`src/rtl/sysref_align_pkg.sv`:
```
package sysref_align_pkg;

    typedef enum logic [1:0] {
        MODE_ONESHOT = 2'b00,
        MODE_CONT    = 2'b01,
        MODE_MARK    = 2'b10,
        MODE_MARK_B  = 2'b11
    } ref_mode_e;

    typedef enum logic [1:0] {
        ST_IDLE   = 2'd0,
        ST_ARMED  = 2'd1,
        ST_LOCKED = 2'd2,
        ST_RESYNC = 2'd3
    } sync_state_e;

endpackage

```
`src/rtl/sra_capture.sv`:
```
// Samples the reference on the device clock and flags a 0->1 change.
module sra_capture (
    input  logic clk,
    input  logic rst_n,
    input  logic ref_i,
    output logic edge_o
);
    logic smp_q;
    logic prev_q;

    always_ff @(posedge clk or negedge rst_n) begin
        if (!rst_n) begin
            smp_q  <= 1'b0;
            prev_q <= 1'b0;
        end else begin
            smp_q  <= ref_i;
            prev_q <= smp_q;
        end
    end

    assign edge_o = smp_q & ~prev_q;
endmodule

```
`src/rtl/sra_frame_ctr.sv`:
```
// Beat and frame counters with a phase reload and a phase comparison.
module sra_frame_ctr #(
    parameter int BEAT_W = 6,
    parameter int FRM_W  = 5
) (
    input  logic              clk,
    input  logic              rst_n,
    input  logic [BEAT_W-1:0] frame_len_i,
    input  logic [FRM_W-1:0]  mf_len_i,
    input  logic              load_i,
    input  logic [BEAT_W-1:0] load_beat_i,
    output logic              frame_stb_o,
    output logic              mframe_stb_o,
    output logic              phase_ok_o
);
    logic [BEAT_W-1:0] beat_q, beat_nxt;
    logic [FRM_W-1:0]  frm_q, frm_nxt;
    logic              beat_last, frm_last;

    assign beat_last = beat_q >= (frame_len_i - BEAT_W'(1));
    assign frm_last  = frm_q  >= (mf_len_i - FRM_W'(1));

    always_comb begin
        beat_nxt = beat_last ? '0 : beat_q + BEAT_W'(1);
        frm_nxt  = frm_q;
        if (beat_last) begin
            frm_nxt = frm_last ? '0 : frm_q + FRM_W'(1);
        end
    end

    always_ff @(posedge clk or negedge rst_n) begin
        if (!rst_n) begin
            beat_q <= '0;
            frm_q  <= '0;
        end else if (load_i) begin
            beat_q <= load_beat_i;
            frm_q  <= '0;
        end else begin
            beat_q <= beat_nxt;
            frm_q  <= frm_nxt;
        end
    end

    // True when a reload would not move the counter.
    assign phase_ok_o   = (beat_nxt == load_beat_i) && (frm_nxt == '0);
    assign frame_stb_o  = (beat_q == '0);
    assign mframe_stb_o = (beat_q == '0) && (frm_q == '0);
endmodule

```
`src/rtl/sra_sync_fsm.sv`:
```
// Arming, lock, filtering and loss handling.
module sra_sync_fsm
    import sysref_align_pkg::*;
(
    input  logic      clk,
    input  logic      rst_n,
    input  ref_mode_e mode_i,
    input  logic      arm_i,
    input  logic      edge_i,
    input  logic      phase_ok_i,
    output logic      load_o,
    output logic      aligned_o,
    output logic      err_o
);
    sync_state_e st_q, st_nxt;
    logic        mis;
    logic        err_q;
    logic        act_edge;

    assign act_edge = edge_i & ~mode_i[1];

    always_comb begin
        st_nxt = st_q;
        unique case (st_q)
            ST_IDLE:   if (arm_i) st_nxt = ST_ARMED;
            ST_ARMED:  if (act_edge) st_nxt = ST_LOCKED;
            ST_LOCKED: if (act_edge && !phase_ok_i)
                           st_nxt = (mode_i == MODE_CONT) ? ST_RESYNC : ST_IDLE;
            ST_RESYNC: if (act_edge) st_nxt = ST_LOCKED;
        endcase
    end

    always_ff @(posedge clk or negedge rst_n) begin
        if (!rst_n) begin
            st_q  <= ST_IDLE;
            err_q <= 1'b0;
        end else begin
            st_q  <= st_nxt;
            err_q <= err_q | mis;
        end
    end

    always_comb begin
        load_o = 1'b0;
        mis    = 1'b0;
        unique case (st_q)
            ST_IDLE:   ;
            ST_ARMED:  load_o = act_edge;
            ST_LOCKED: mis    = act_edge & ~phase_ok_i;
            ST_RESYNC: load_o = act_edge;
        endcase
    end

    assign aligned_o = (st_q == ST_LOCKED);
    assign err_o     = err_q;
endmodule

```
`src/rtl/sra_marker.sv`:
```
// Tags the first valid sample at or after a reference event.
module sra_marker (
    input  logic clk,
    input  logic rst_n,
    input  logic edge_i,
    input  logic vld_i,
    output logic marker_o
);
    logic pend_q;
    logic mark_q;

    always_ff @(posedge clk or negedge rst_n) begin
        if (!rst_n) begin
            pend_q <= 1'b0;
            mark_q <= 1'b0;
        end else begin
            pend_q <= (pend_q | edge_i) & ~vld_i;
            mark_q <= vld_i & (pend_q | edge_i);
        end
    end

    assign marker_o = mark_q;
endmodule

```
`src/rtl/sysref_align.sv`:
```
module sysref_align
    import sysref_align_pkg::*;
#(
    parameter int BEAT_W = 6,
    parameter int FRM_W  = 5
) (
    input  logic              clk,
    input  logic              rst_n,
    input  logic              sysref_i,
    input  logic [1:0]        mode_i,
    input  logic              arm_i,
    input  logic              sample_vld_i,
    input  logic [BEAT_W-1:0] frame_len_i,
    input  logic [FRM_W-1:0]  mf_len_i,
    input  logic [BEAT_W-1:0] offset_i,
    output logic              frame_stb_o,
    output logic              mframe_stb_o,
    output logic              aligned_o,
    output logic              err_o,
    output logic              marker_o
);
    logic edge_w;
    logic load_w;
    logic phase_ok_w;

    sra_capture u_cap (
        .clk    (clk),
        .rst_n  (rst_n),
        .ref_i  (sysref_i),
        .edge_o (edge_w)
    );

    sra_frame_ctr #(.BEAT_W(BEAT_W), .FRM_W(FRM_W)) u_ctr (
        .clk          (clk),
        .rst_n        (rst_n),
        .frame_len_i  (frame_len_i),
        .mf_len_i     (mf_len_i),
        .load_i       (load_w),
        .load_beat_i  (offset_i),
        .frame_stb_o  (frame_stb_o),
        .mframe_stb_o (mframe_stb_o),
        .phase_ok_o   (phase_ok_w)
    );

    sra_sync_fsm u_fsm (
        .clk        (clk),
        .rst_n      (rst_n),
        .mode_i     (ref_mode_e'(mode_i)),
        .arm_i      (arm_i),
        .edge_i     (edge_w),
        .phase_ok_i (phase_ok_w),
        .load_o     (load_w),
        .aligned_o  (aligned_o),
        .err_o      (err_o)
    );

    sra_marker u_mark (
        .clk      (clk),
        .rst_n    (rst_n),
        .edge_i   (edge_w),
        .vld_i    (sample_vld_i),
        .marker_o (marker_o)
    );
endmodule

```
`config.mk`:
```
export PLATFORM = sky130hd
export DESIGN_NAME = sysref_align
export DESIGN_NICKNAME = d
export VERILOG_FILES = /design/src/rtl/sysref_align_pkg.sv /design/src/rtl/sra_capture.sv /design/src/rtl/sra_frame_ctr.sv /design/src/rtl/sra_sync_fsm.sv /design/src/rtl/sra_marker.sv /design/src/rtl/sysref_align.sv
export SDC_FILE = /design/constraint.sdc
export NUM_CORES = 1
export LEC_CHECK = 0
export BUFFER_PORTS_ARGS = -buffer_cell sky130_fd_sc_hd__buf_2
export CORE_AREA = 8 8 56 104
export DETAILED_ROUTE_END_ITERATION = 7
export DIE_AREA = 0 0 64 112
export SLEW_MARGIN = 40
export SYNTH_ARGS = -nofsm -noshare
export SYNTH_HDL_FRONTEND = slang
export SYNTH_SLANG_ARGS = --single-unit
```
`constraint.sdc`:
```
create_clock -name clk -period 2.2 [get_ports clk]
set_clock_uncertainty 0.05 [all_clocks]
set_input_delay 0.44 -clock clk [delete_from_list [all_inputs] [get_ports clk]]
set_output_delay 0.44 -clock clk [all_outputs]
set_load 0.01 [all_outputs]
```
### After elaboration in Yosys (flattened, before gate mapping)

Cells that the tools add are included.

* add/sub/neg operators: 4
* $lt $le $gt $ge: 2
* equal/unequal tests: 8
* mux-type cells: 12
* bitwise operators: 11
* reductions and logical operators: 10

Operator list (number)
* 2-to-1 mux 5 bit: 3
* 2-to-1 mux 6 bit: 2
* zero test 5 bit: 2
* 2-to-1 mux 2 bit: 4
* adder 6 x 1 -> 6 bit (second input constant): 1
* equality test 6 bit: 1
* >= comparator 6 bit: 1
* zero test 6 bit: 1
* case mux 2 bit (3 select lines): 1
* subtractor 6 x 1 -> 6 bit (second input constant): 1
* adder 5 x 1 -> 5 bit (second input constant): 1
* AND 1 bit: 5
* >= comparator 5 bit: 1
* subtractor 5 x 1 -> 5 bit (second input constant): 1
* equality test 2 x 1 -> 1 bit (second input constant): 2
* equality test 2 bit (second input constant): 2
* != test 2 x 1 -> 1 bit (second input constant): 2
* inverter 1 bit: 4
* logical AND 1 bit: 3
* AND reduction 3 bit: 1
* zero test 2 bit: 1
* 2-to-1 mux 1 bit: 2
* != test 2 bit (second input constant): 1
* OR 1 bit: 2
* other kinds (2): 2

* flip-flop bits (word level): 18
* output and inout port bits: 5

### Logic depth before layout (Yosys ltp)

Gate-level depths: netlist of run 1.

* depth after elaboration: 10
* gate-level depth with buffers: 12

### Hierarchy

From an unflattened synthesis of run 1, not the netlist that was laid out.

* cell total of the unflattened synthesis: 171
* area total of the unflattened synthesis: 1508.9 sq um

By module, submodules not included
* sra_frame_ctr: times used 1, cells an instance 150, area each 1229.9 sq um
* sra_sync_fsm: times used 1, cells an instance 14, area each 147.6 sq um
* sra_marker: times used 1, cells an instance 4, area each 67.6 sq um
* sra_capture: times used 1, cells an instance 3, area each 63.8 sq um

### Least setup slack after synthesis of run 1

Ideal clock, no wire load.

* path kind: input to register
* from: in frame_len_i[1]
* to: reg u_fsm.st_q[0]
* setup time: 0.142 ns
* arrival time: 2.641 ns
* required time: 2.008 ns
* slack: -0.633 ns
* cell stages on the path: 11
* buffers on the path: 1
* cells stage by stage: or3_1 > nor3_1 > xnor2_1 > ha_1 > nand4_1 > o211a_1 > buf_6 > nor4b_4 > o32ai_1 > a2111oi_2 > o22ai_1

* longest elaborated chain between the ends: 9
* elaborated cells on any way between the ends: 11
* classes of those cells: add/sub: 1; order compare: 1; eq/ne: 2; mux: 2; reduce/logical: 5

Ends and longest elaborated chain
* from (decl): line sysref_align.sv:13 `input logic [BEAT_W-1:0] frame_len_i,`
* subtractor 6 x 1 -> 6 bit *: line sra_frame_ctr.sv:20 `assign beat_last = beat_q >= (frame_len_i - BEAT_W'(1));`
* >= comparator 6 bit *: line sra_frame_ctr.sv:20
* 2-to-1 mux 6 bit or 2-to-1 mux 5 bit (tied branches): line sra_frame_ctr.sv:24, sra_frame_ctr.sv:26
* equality test 6 bit or zero test 5 bit (tied branches): line sra_frame_ctr.sv:45 `assign phase_ok_o = (beat_nxt == load_beat_i) && (frm_nxt == '0);`
* logical AND 1 bit *: line sra_frame_ctr.sv:45
* zero test 1 bit *: line sra_sync_fsm.sv:27 `ST_LOCKED: if (act_edge && !phase_ok_i)`
* logical AND 1 bit *: line sra_sync_fsm.sv:27
* != test 2 x 1 -> 1 bit (no source line) *
* AND reduction 3 bit (no source line) *
* to (signal assigned): line sra_sync_fsm.sv:38 `st_q <= st_nxt;`
* to (decl): line sra_sync_fsm.sv:15 `sync_state_e st_q, st_nxt;`

Mark *: on every way between the ends. The rest lies on a longest branch, timed or not.
A chain may end at the register's enable or synchronous reset.

### Worst setup path after layout of run 1

* from: in frame_len_i[1]
* to: reg u_fsm.st_q[1]

Same word-level chain as after synthesis.

==> results of run 1 <==
[path summary, 6_finish.rpt]
check | from | end | slack (ns) | cells past startpoint
setup / recovery | frame_len_i[1] | u_fsm.st_q[1] | -0.56 | 13
hold / removal | rst_n | u_cap.smp_q | 0.05 | 1
setup reg to reg | u_ctr.frm_q[2] | u_fsm.st_q[1] | -0.22 | 9
hold reg to reg | u_cap.smp_q | u_cap.prev_q | 0.35 | 0
max in group asynchronous | rst_n | u_ctr.frm_q[4] | 1.74 | 1
min in group clk | sysref_i | u_cap.smp_q | 0.23 | 1
[kinds of logic after synthesis]
family / count (synthesis) / share of synthesized area
and+or+nand+nor: 63 / 0.222
xor gates and xnor gates: 13 / 0.0768
AOI/OAI and AO/OA: 44 / 0.206
adders and majority gates: 17 / 0.143
buffers and inverters: 16 / 0.0481
DFF: 18 / 0.304
[routing by layer]
layer / wire [um] / part of all wire / GRT usage / vias up
met5: 0 / 0 / 0 / -
met4: 77 / 0.019 / 0.0495 / 0
met3: 198 / 0.049 / 0.0312 / 7
met2: 2020 / 0.50 / 0.186 / 27
met1: 1710 / 0.43 / 0.137 / 701
li1: - / - / - / 740
[worst max-delay path, delay by kind of cell]
| family | cells | cell delay (ns) |
|---|---|---|
| adder cells (fa/ha/maj) | 1 | 0.29 |
| AO/OA/AOI/OAI | 6 | 1.09 |
| XOR/XNOR | 1 | 0.15 |
| buffers and inverters | 3 | 0.38 |
| AND/OR/NAND/NOR | 2 | 0.51 |
[state kept, by name (all words and copies together), names as in the netlist]
signal,flops
u_fsm.st_q,2
u_ctr.frm_q,5
u_cap.smp_q,1
u_ctr.beat_q,6
u_fsm.err_o,1
u_mark.marker_o,1
u_mark.pend_q,1
u_cap.prev_q,1
[cell usage in the layout, fill, tap and decap left out, types with 3 or more instances in the layout]
master / count
buf_4: 32
buf_2: 27
dfrtp_1: 18
nand2_1: 17
ha_1: 17
nor2_1: 13
inv_1: 11
a21oi_1: 9
xnor2_1: 8
nand3_1: 7
xor2_1: 5
a21oi_2: 4
o21ai_2: 4
a211oi_2: 4
clkbuf_8: 4
buf_6: 4
nor3b_1: 3
nor2b_1: 3
o21ai_0: 3
[metrics by stage]
step / power, W / area, sq um / cells / worst slack, ns / hold WS, ns
6_report: 0.00250 / 2170 / 289 / -0.564 / 0.0539
5_1_grt: 0.00270 / 2170 / 289 / -0.691 / 0.0876
3_5_place_dp: 0.00193 / 1940 / 282 / -0.929 / 0.344
4_1_cts: 0.00250 / 2150 / 290 / -0.565 / 0.0707
3_3_place_gp: 0.00190 / 1940 / 282 / -0.819 / 0.340
2_1_floorplan: 0.00135 / 1510 / 171 / -0.566 / 0.0944
[power breakdown]
group	switching (W)	internal (W)
sequential	0.0000623	0.000439
combinational	0.000881	0.000834
clock	0.000121	0.000160
total	0.00106	0.00143
[final cells by class]
type / instances / area, sq um
fill: 446 / 2340
inverter: 11 / 41.3
multi-input combinational: 137 / 1120
sequential: 18 / 450
tap: 55 / 68.8
timing repair buffer: 64 / 440
clock buffer: 4 / 55.1
[what timing repair did]
action                                  4_1_cts  5_1_grt
gates resized for setup                      27        9
endpoints found under the setup margin       11       14
pin swaps                                    11        8
gates cloned                                  0        0
setup buffers                                 4        1
==> impl_metrics.tcl, run 1 <==
set metrics [dict create \
    async_reset_ff_frac 1.00 \
    path_cells "buf_6 -> or3_4 -> xor2_1 -> ha_1 -> a21o_1 -> nand3_1 -> o211a_1 -> buf_12 -> a21oi_1 -> o32ai_2 -> a2111oi_2 -> buf_4 -> a211o_1" \
    worst_slew_pin_slew_ns 0.429 \
    cts_tree "done" \
    critical_path_class "input pin to flop" \
    violations "negative setup slack" \
    design.die.area_sq_um 7170 \
    core_region_area_sq_um 4510 \
    postSynthRegisterBits 18 \
    grt_pass1_vias 1553 \
    grt_max_degree 19 \
    synth_area_per_cell_sq_um 8.67 \
    finalSetupViolations 10 \
    numCtsBuffers 3 \
    die_w_um 64 \
    vias 1475 \
    route.detailed.drc 0 \
    rsz0062_at_grt "true" \
    area_growth_pct 46.5 \
    required_ns 2.30 \
    gp_congestion 0.847 \
    start_kind "input pin" \
    yosysWarnings 0 \
    synth_top_cell_by_area "dfrtp_1" \
    power.leakage_nw 1.01 \
    hold_path_class "input pin to async pin" \
    fin_setup_tns_ns -2.70 \
    relSlewSlack 0.714 \
    postCtsHoldBufs 0 \
    maxCapViolCount 0 \
    clock.fmax_mhz 362 \
    setup_slack_ns -0.564 \
    period_needed_ns 2.76 \
    drtAntennaViolNets 0 \
    clkTransAtPathRegs_ns 0.07 \
    overflow 0 \
    antennaDiodeCount 0 \
    synthCells 171 \
    synth_commonest_cells "18 x dfrtp_1, 18 x nand2_1, 17 x ha_1" \
    drive_gt1_frac 0.419 \
    mappedNetlistArea_sq_um 1480 \
    power.density_nw_per_um2 1150 \
    cp.arrival_ns 2.87 \
    num-nets-final 276 \
    firstDrtPassIters 4 \
    yosysTopAreaCellShare 0.304 \
    insertion_delay_ns 0.26 \
    io_buffers 28 \
    grt_first_pass_wirelength_mm 6.78 \
    cts_root_buf "clkbuf_8" \
    drt_iter0_markers 32 \
    endpoint_kind "flop" \
    worstPathMaxFanout 11 \
    synth_edf_count 0 \
    dpl.hpwl_mm 3.13 \
    drv_slew 0 \
    syn_nets 212 \
    routed_via_density 5.10 \
    slowest_delay_ns 0.40 \
    finalWirelength_mm 4.00 \
    outcome "complete, but fails checks" \
    die_h_um 112 \
    timing.critical_path.slowest_stage_cell "or3_4" \
    start_util 0.329 \
    synth_ff_type "dfrtp_1" \
    cts_buffer_depth 2 \
    wl_per_cell_um 13.8 \
    fin_util 0.482 \
    antenna_found_initial 0 \
    htree_levels 1 \
    ys_seq_area_frac 0.304 \
    finalHoldViolations 0 \
    row_count 35 \
    irDropWorstVdd_mv 0.590 \
    pin_count 29 \
    yosysUniqueCellTypes 40 \
    min_period_over_period 1.26 \
    synthTopCellsByArea "dfrtp_1 30%, ha_1 14%, xnor2_1 4.7%" \
    clock-sinks 18 \
    track_usage 0.115 \
]
No activity file was read; power rests on OpenSTA's default activity.
==> run 2: changes to the inputs <==
--- a/config.mk
+++ b/config.mk
@@ -6,9 +6,10 @@
 export NUM_CORES = 1
 export LEC_CHECK = 0
 export BUFFER_PORTS_ARGS = -buffer_cell sky130_fd_sc_hd__buf_2
-export CORE_AREA = 8 8 56 104
+export CORE_AREA = 8 8 48 89
 export DETAILED_ROUTE_END_ITERATION = 7
-export DIE_AREA = 0 0 64 112
+export DIE_AREA = 0 0 56 97
+export PLACE_DENSITY = 0.73
 export SLEW_MARGIN = 40
 export SYNTH_ARGS = -nofsm -noshare
 export SYNTH_HDL_FRONTEND = slang
==> constraint.sdc (replaced) <==
create_clock -name clk -period 2.2 [get_ports clk]
set_clock_uncertainty 0.05 [all_clocks]
set_input_delay 0 -clock clk [delete_from_list [all_inputs] [get_ports clk]]
set_output_delay 0 -clock clk [all_outputs]
set_load 0.01 [all_outputs]
==> run 2 against run 1 <==
The flow still finishes with violations (negative setup slack); design area fell by 0.63%; largest cell class unchanged; global-route usage rose by 4.0 points; die area fell by 24%; final cell count fell by 6.2%.
==> impl_metrics.tcl, run 2 (same netlist as run 1, synthesis figures left out) <==
set metrics [dict create \
    outcome "complete, but fails checks" \
    violations "negative setup slack" \
    drtAntennaViolNets 0 \
    htree_levels 1 \
    core_region_area_sq_um 3120 \
    power.density_nw_per_um2 1130 \
    drt_iter0_markers 34 \
    endpoint_kind "flop" \
    timing.critical_path.slowest_stage_cell "or3_4" \
    firstDrtPassIters 4 \
    clkTransAtPathRegs_ns 0.07 \
    irDropWorstVdd_mv 0.723 \
    clock-sinks 18 \
    num-nets-final 282 \
    route.detailed.drc 0 \
    power.total_w 0.00243 \
    final_common_cell "buf_4" \
    hold_path_class "input pin to flop" \
    required_ns 2.27 \
    pin_count 29 \
    vias 1558 \
    finalWirelength_mm 4.22 \
    min_period_over_period 1.07 \
    critical_path_class "input pin to flop" \
    place_ws_ns -0.511 \
    cp.arrival_ns 2.43 \
    design.die.area_sq_um 5430 \
    gp_congestion 0.917 \
    grt_first_pass_wirelength_mm 7.19 \
    fin_setup_tns_ns -0.456 \
    row_count 29 \
    grt_pass1_vias 1713 \
    cts_buffer_depth 2 \
    cts_root_buf "clkbuf_8" \
    largestRegisters "u_ctr.beat_q: 6 flops, u_ctr.frm_q: 5 flops, u_fsm.st_q: 2 flops" \
    finalSetupViolations 3 \
    numCtsBuffers 3 \
    track_usage 0.156 \
    period_needed_ns 2.36 \
    start_util 0.475 \
    grt_max_degree 19 \
    worst_slew_pin_slew_ns 0.461 \
    slowest_delay_ns 0.40 \
    setup_slack_ns -0.158 \
    final_cell_mix "31 x buf_4, 26 x buf_2, 18 x nand2_1, 18 x dfrtp_1, 17 x ha_1" \
    seq_area_sq_um 450 \
    largest_reg_flops 6 \
    fin_util 0.692 \
    finalHoldViolations 0 \
    power.leakage_nw 1.02 \
    largest-register "u_ctr.beat_q" \
    drive_gt1_frac 0.358 \
    insertion_delay_ns 0.26 \
    clock.fmax_mhz 424 \
    drv_slew 0 \
    io_buffers 28 \
    multi_input_area_sq_um 1070 \
    num-fill-cells 239 \
    area_growth_pct 45.6 \
    die_w_um 56 \
    wl_per_cell_um 15.6 \
    cts_tree "done" \
    rsz0062_at_grt "true" \
    die_h_um 97 \
    routed_via_density 5.75 \
    start_kind "input pin" \
    crit_top_cell "buf_6" \
    maxCapViolCount 0 \
    path_cells "buf_6 -> or3_4 -> nor3_4 -> xnor2_1 -> ha_1 -> nand4_1 -> o211a_1 -> buf_6 -> a211oi_4 -> o32ai_2 -> a2111oi_4 -> o22ai_1" \
    overflow 0 \
    antennaDiodeCount 0 \
    worstPathMaxFanout 3 \
    antenna_found_initial 0 \
    relSlewSlack 0.692 \
    dpl.hpwl_mm 3.32 \
]
==> run 2: per-layer routing <==
metal  vias up  part of all wire  global-route usage
met3        20             0.050              0.0275
met4         0             0.043              0.0912
met1       726              0.36               0.146
met2        58              0.54               0.294
met5         -                 0                   0
li1        754                 -                   -
==> run 2: final cells by class <==
cell class | instances | share of cell area
multi-input cells | 137 | 0.498
repair buffers | 70 | 0.231
flip-flops and latches | 18 | 0.209
clock buffers | 4 | 0.0255
inverters | 11 | 0.0191
well taps | 31 | 0.0180
==> run 2: path summary, 6_finish.rpt <==
check,slack [ns],endpoint,cells past startpoint,startpoint
max,-0.16,u_fsm.st_q[0],12,frame_len_i[1]
min,0.01,u_fsm.err_o,4,mode_i[1]
max reg2reg,-0.12,u_fsm.st_q[0],8,u_ctr.beat_q[5]
min reg2reg,0.36,u_cap.prev_q,0,u_cap.smp_q
max in group asynchronous,1.66,u_fsm.st_q[1],2,rst_n
min in group asynchronous,0.15,u_ctr.beat_q[1],2,rst_n
==> run 2: worst max-delay path, delay by kind of cell <==
kind | cells | cell delay, ns
AND/OR/NAND/NOR | 3 | 0.64
AO/OA/AOI/OAI | 5 | 1.12
adder cells (fa/ha/maj) | 1 | 0.33
buffers and inverters | 2 | 0.24
XOR/XNOR | 1 | 0.09
==> run 2: per-stage QoR <==
stage | std cells | hold slack [ns] | cell area [sq um]
2_1_floorplan | 171 | -0.346 | 1500
3_3_place_gp | 254 | -0.0982 | 1870
3_5_place_dp | 254 | -0.0989 | 1870
4_1_cts | 268 | 0.00214 | 2080
5_1_grt | 271 | 0.0476 | 2160
6_report | 271 | 0.0105 | 2160
==> run 2: report_power, final <==
part,internal (W),leakage [nW],switching [W]
combinational,0.000783,0.769,0.000856
clock,0.000159,0.0288,0.000113
sequential,0.000440,0.225,0.0000777
==> run 2: what timing repair did <==
item                                    CTS  global route
resized for setup                        11            10
endpoints found under the setup margin    3             3
setup buffers                             1             3
hold endpoints to repair                 27             0
pin swaps                                 8             7
hold buffers                              9             0
==> run 3: changes to the inputs <==
--- a/config.mk
+++ b/config.mk
@@ -6,10 +6,12 @@
 export NUM_CORES = 1
 export LEC_CHECK = 0
 export BUFFER_PORTS_ARGS = -buffer_cell sky130_fd_sc_hd__buf_2
-export CORE_AREA = 8 8 48 89
+export CELL_PAD_IN_SITES_DETAIL_PLACEMENT = 1
+export CELL_PAD_IN_SITES_GLOBAL_PLACEMENT = 2
+export CORE_AREA = 8 8 60 113
 export DETAILED_ROUTE_END_ITERATION = 7
-export DIE_AREA = 0 0 56 97
-export PLACE_DENSITY = 0.73
+export DIE_AREA = 0 0 68 121
+export PLACE_DENSITY_LB_ADDON = 0.1
 export SLEW_MARGIN = 40
 export SYNTH_ARGS = -nofsm -noshare
 export SYNTH_HDL_FRONTEND = slang
==> run 3 against run 2 <==
The flow still finishes with violations (negative setup slack); non-clock buffer count increased by 3; flip-flop and latch count unchanged; setup slack got worse by 0.066 ns; clock-buffer cell count unchanged; critical endpoint is now u_fsm.st_q[1]; highest routed layer unchanged.
==> impl_metrics.tcl, run 3 (same netlist as run 1, synthesis figures left out) <==
set metrics [dict create \
    min_period_over_period 1.10 \
    hold_path_class "input pin to flop" \
    grt_max_degree 20 \
    crit_top_cell "a21oi_2" \
    core_region_area_sq_um 5330 \
    fin_setup_tns_ns -0.587 \
    path_cells "buf_6 -> or3_4 -> nor3_4 -> xnor2_2 -> ha_4 -> a21oi_2 -> o211a_4 -> buf_12 -> a21oi_2 -> o32ai_2 -> a2111oi_2 -> buf_4 -> a211o_1" \
    antenna_found_initial 0 \
    die_w_um 68 \
    numCtsBuffers 3 \
    power.leakage_nw 1.05 \
    vias 1531 \
    insertion_delay_ns 0.26 \
    worstPathMaxFanout 6 \
    routed_via_density 5.05 \
    rsz0062_at_grt "true" \
    finalSetupViolations 3 \
    violations "negative setup slack" \
    drive_gt1_frac 0.383 \
    grt_pass1_vias 1627 \
    stdcell_count 303 \
    maxCapViolCount 0 \
    final_common_cell "buf_4" \
    slowest_delay_ns 0.40 \
    htree_levels 1 \
    largest-register "u_ctr.beat_q" \
    placed_area_sq_um 1940 \
    power.density_nw_per_um2 1120 \
    wl_per_cell_um 15.5 \
    worst_slew_pin_slew_ns 0.459 \
    cts_root_buf "clkbuf_8" \
    required_ns 2.30 \
    largestRegisters "u_ctr.beat_q: 6 flops, u_ctr.frm_q: 5 flops, u_fsm.st_q: 2 flops" \
    setup_slack_ns -0.224 \
    grt_first_pass_wirelength_mm 7.66 \
    overflow 0 \
    dpl.hpwl_mm 3.54 \
    clkTransAtPathRegs_ns 0.07 \
    finalWirelength_mm 4.69 \
    relSlewSlack 0.693 \
    start_kind "input pin" \
    gp_congestion 0.802 \
    largest_reg_flops 6 \
    firstDrtPassIters 3 \
    cp.arrival_ns 2.52 \
    antennaDiodeCount 0 \
    place_ws_ns -0.689 \
    area_growth_pct 54.6 \
    start_util 0.278 \
    num-nets-final 285 \
    cts_tree "done" \
    die_h_um 121 \
    endpoint_kind "flop" \
    clock.fmax_mhz 413 \
    period_needed_ns 2.42 \
    design.die.area_sq_um 8230 \
    route.detailed.drc 0 \
    irDropWorstVdd_mv 0.522 \
    drv_slew 0 \
    io_buffers 28 \
    timing.critical_path.slowest_stage_cell "or3_4" \
    final_cell_mix "31 x buf_4, 26 x buf_2, 18 x nand2_1, 18 x dfrtp_1, 16 x ha_1" \
    clock-sinks 18 \
    drtAntennaViolNets 0 \
    track_usage 0.119 \
    finalHoldViolations 0 \
    row_count 38 \
    drt_iter0_markers 19 \
    dp.cells 286 \
    outcome "complete, but fails checks" \
    cts_buffer_depth 2 \
    pin_count 29 \
    finalInstanceArea_sq_um 2290 \
    critical_path_class "input pin to flop" \
]
[run 3: path summary, 6_finish.rpt]
| kind | start | end | slack, ns | cells past startpoint |
|---|---|---|---|---|
| worst max register to register | u_ctr.frm_q[0] | u_fsm.err_o | -0.18 | 11 |
| worst max-delay path | frame_len_i[1] | u_fsm.st_q[1] | -0.22 | 13 |
| max in group asynchronous | rst_n | u_mark.pend_q | 1.61 | 2 |
| min in group asynchronous | rst_n | u_ctr.frm_q[4] | 0.16 | 2 |
| worst min register to register | u_cap.smp_q | u_cap.prev_q | 0.36 | 0 |
| worst min-delay path | arm_i | u_fsm.st_q[0] | 0.009 | 3 |
[run 3: final cells by class]
cell class	count	area, sq um
Clock buffer	4	55.1
Inverter	11	41.3
Timing Repair Buffer	73	552
Fill cell	634	3030
Sequential cell	18	450
Tap cell	60	75.1
Multi-Input combinational cell	137	1120
[run 3: worst max-delay path: cells and delay by family]
kind	cells	cell delay [ns]
buffers and inverters	3	0.39
AO/OA/AOI/OAI	6	1.17
XOR/XNOR	1	0.15
AND/OR/NAND/NOR	2	0.56
adder cells (fa/ha/maj)	1	0.24
[run 3: what timing repair did]
action,4_1_cts,5_1_grt
pin swaps,5,8
endpoints found under the hold margin,28,0
setup buffers,0,1
endpoints found under the setup margin,3,6
gates resized for setup,14,13
gates cloned,0,1
hold buffers,11,0
[run 3: per-layer routing]
metal | routed length [um] | GRT usage | up-vias
li1 | - | - | 750
met1 | 2060 | 0.147 | 750
met2 | 2360 | 0.197 | 24
met3 | 169 | 0.0167 | 7
met4 | 99 | 0.0465 | 0
met5 | 0 | 0 | -
[run 3: where the power goes]
group	leakage, nW	internal, W	total [W]	switching, W
clock network	0.0288	0.000159	0.000284	0.000125
logic	0.792	0.000872	0.00177	0.000898
registers	0.225	0.000439	0.000513	0.0000740
total	1.05	0.00147	0.00257	0.00110
[run 3: through the flow]
stage | util | power (W) | hold WS, ns
finish | 0.430 | 0.00257 | 0.00936
detailed placement | 0.364 | 0.00195 | -0.0688
global placement | 0.364 | 0.00193 | -0.0700
floorplan | - | 0.00135 | -0.346
global route | 0.430 | 0.00277 | 0.0194
CTS | 0.409 | 0.00238 | 0.00338
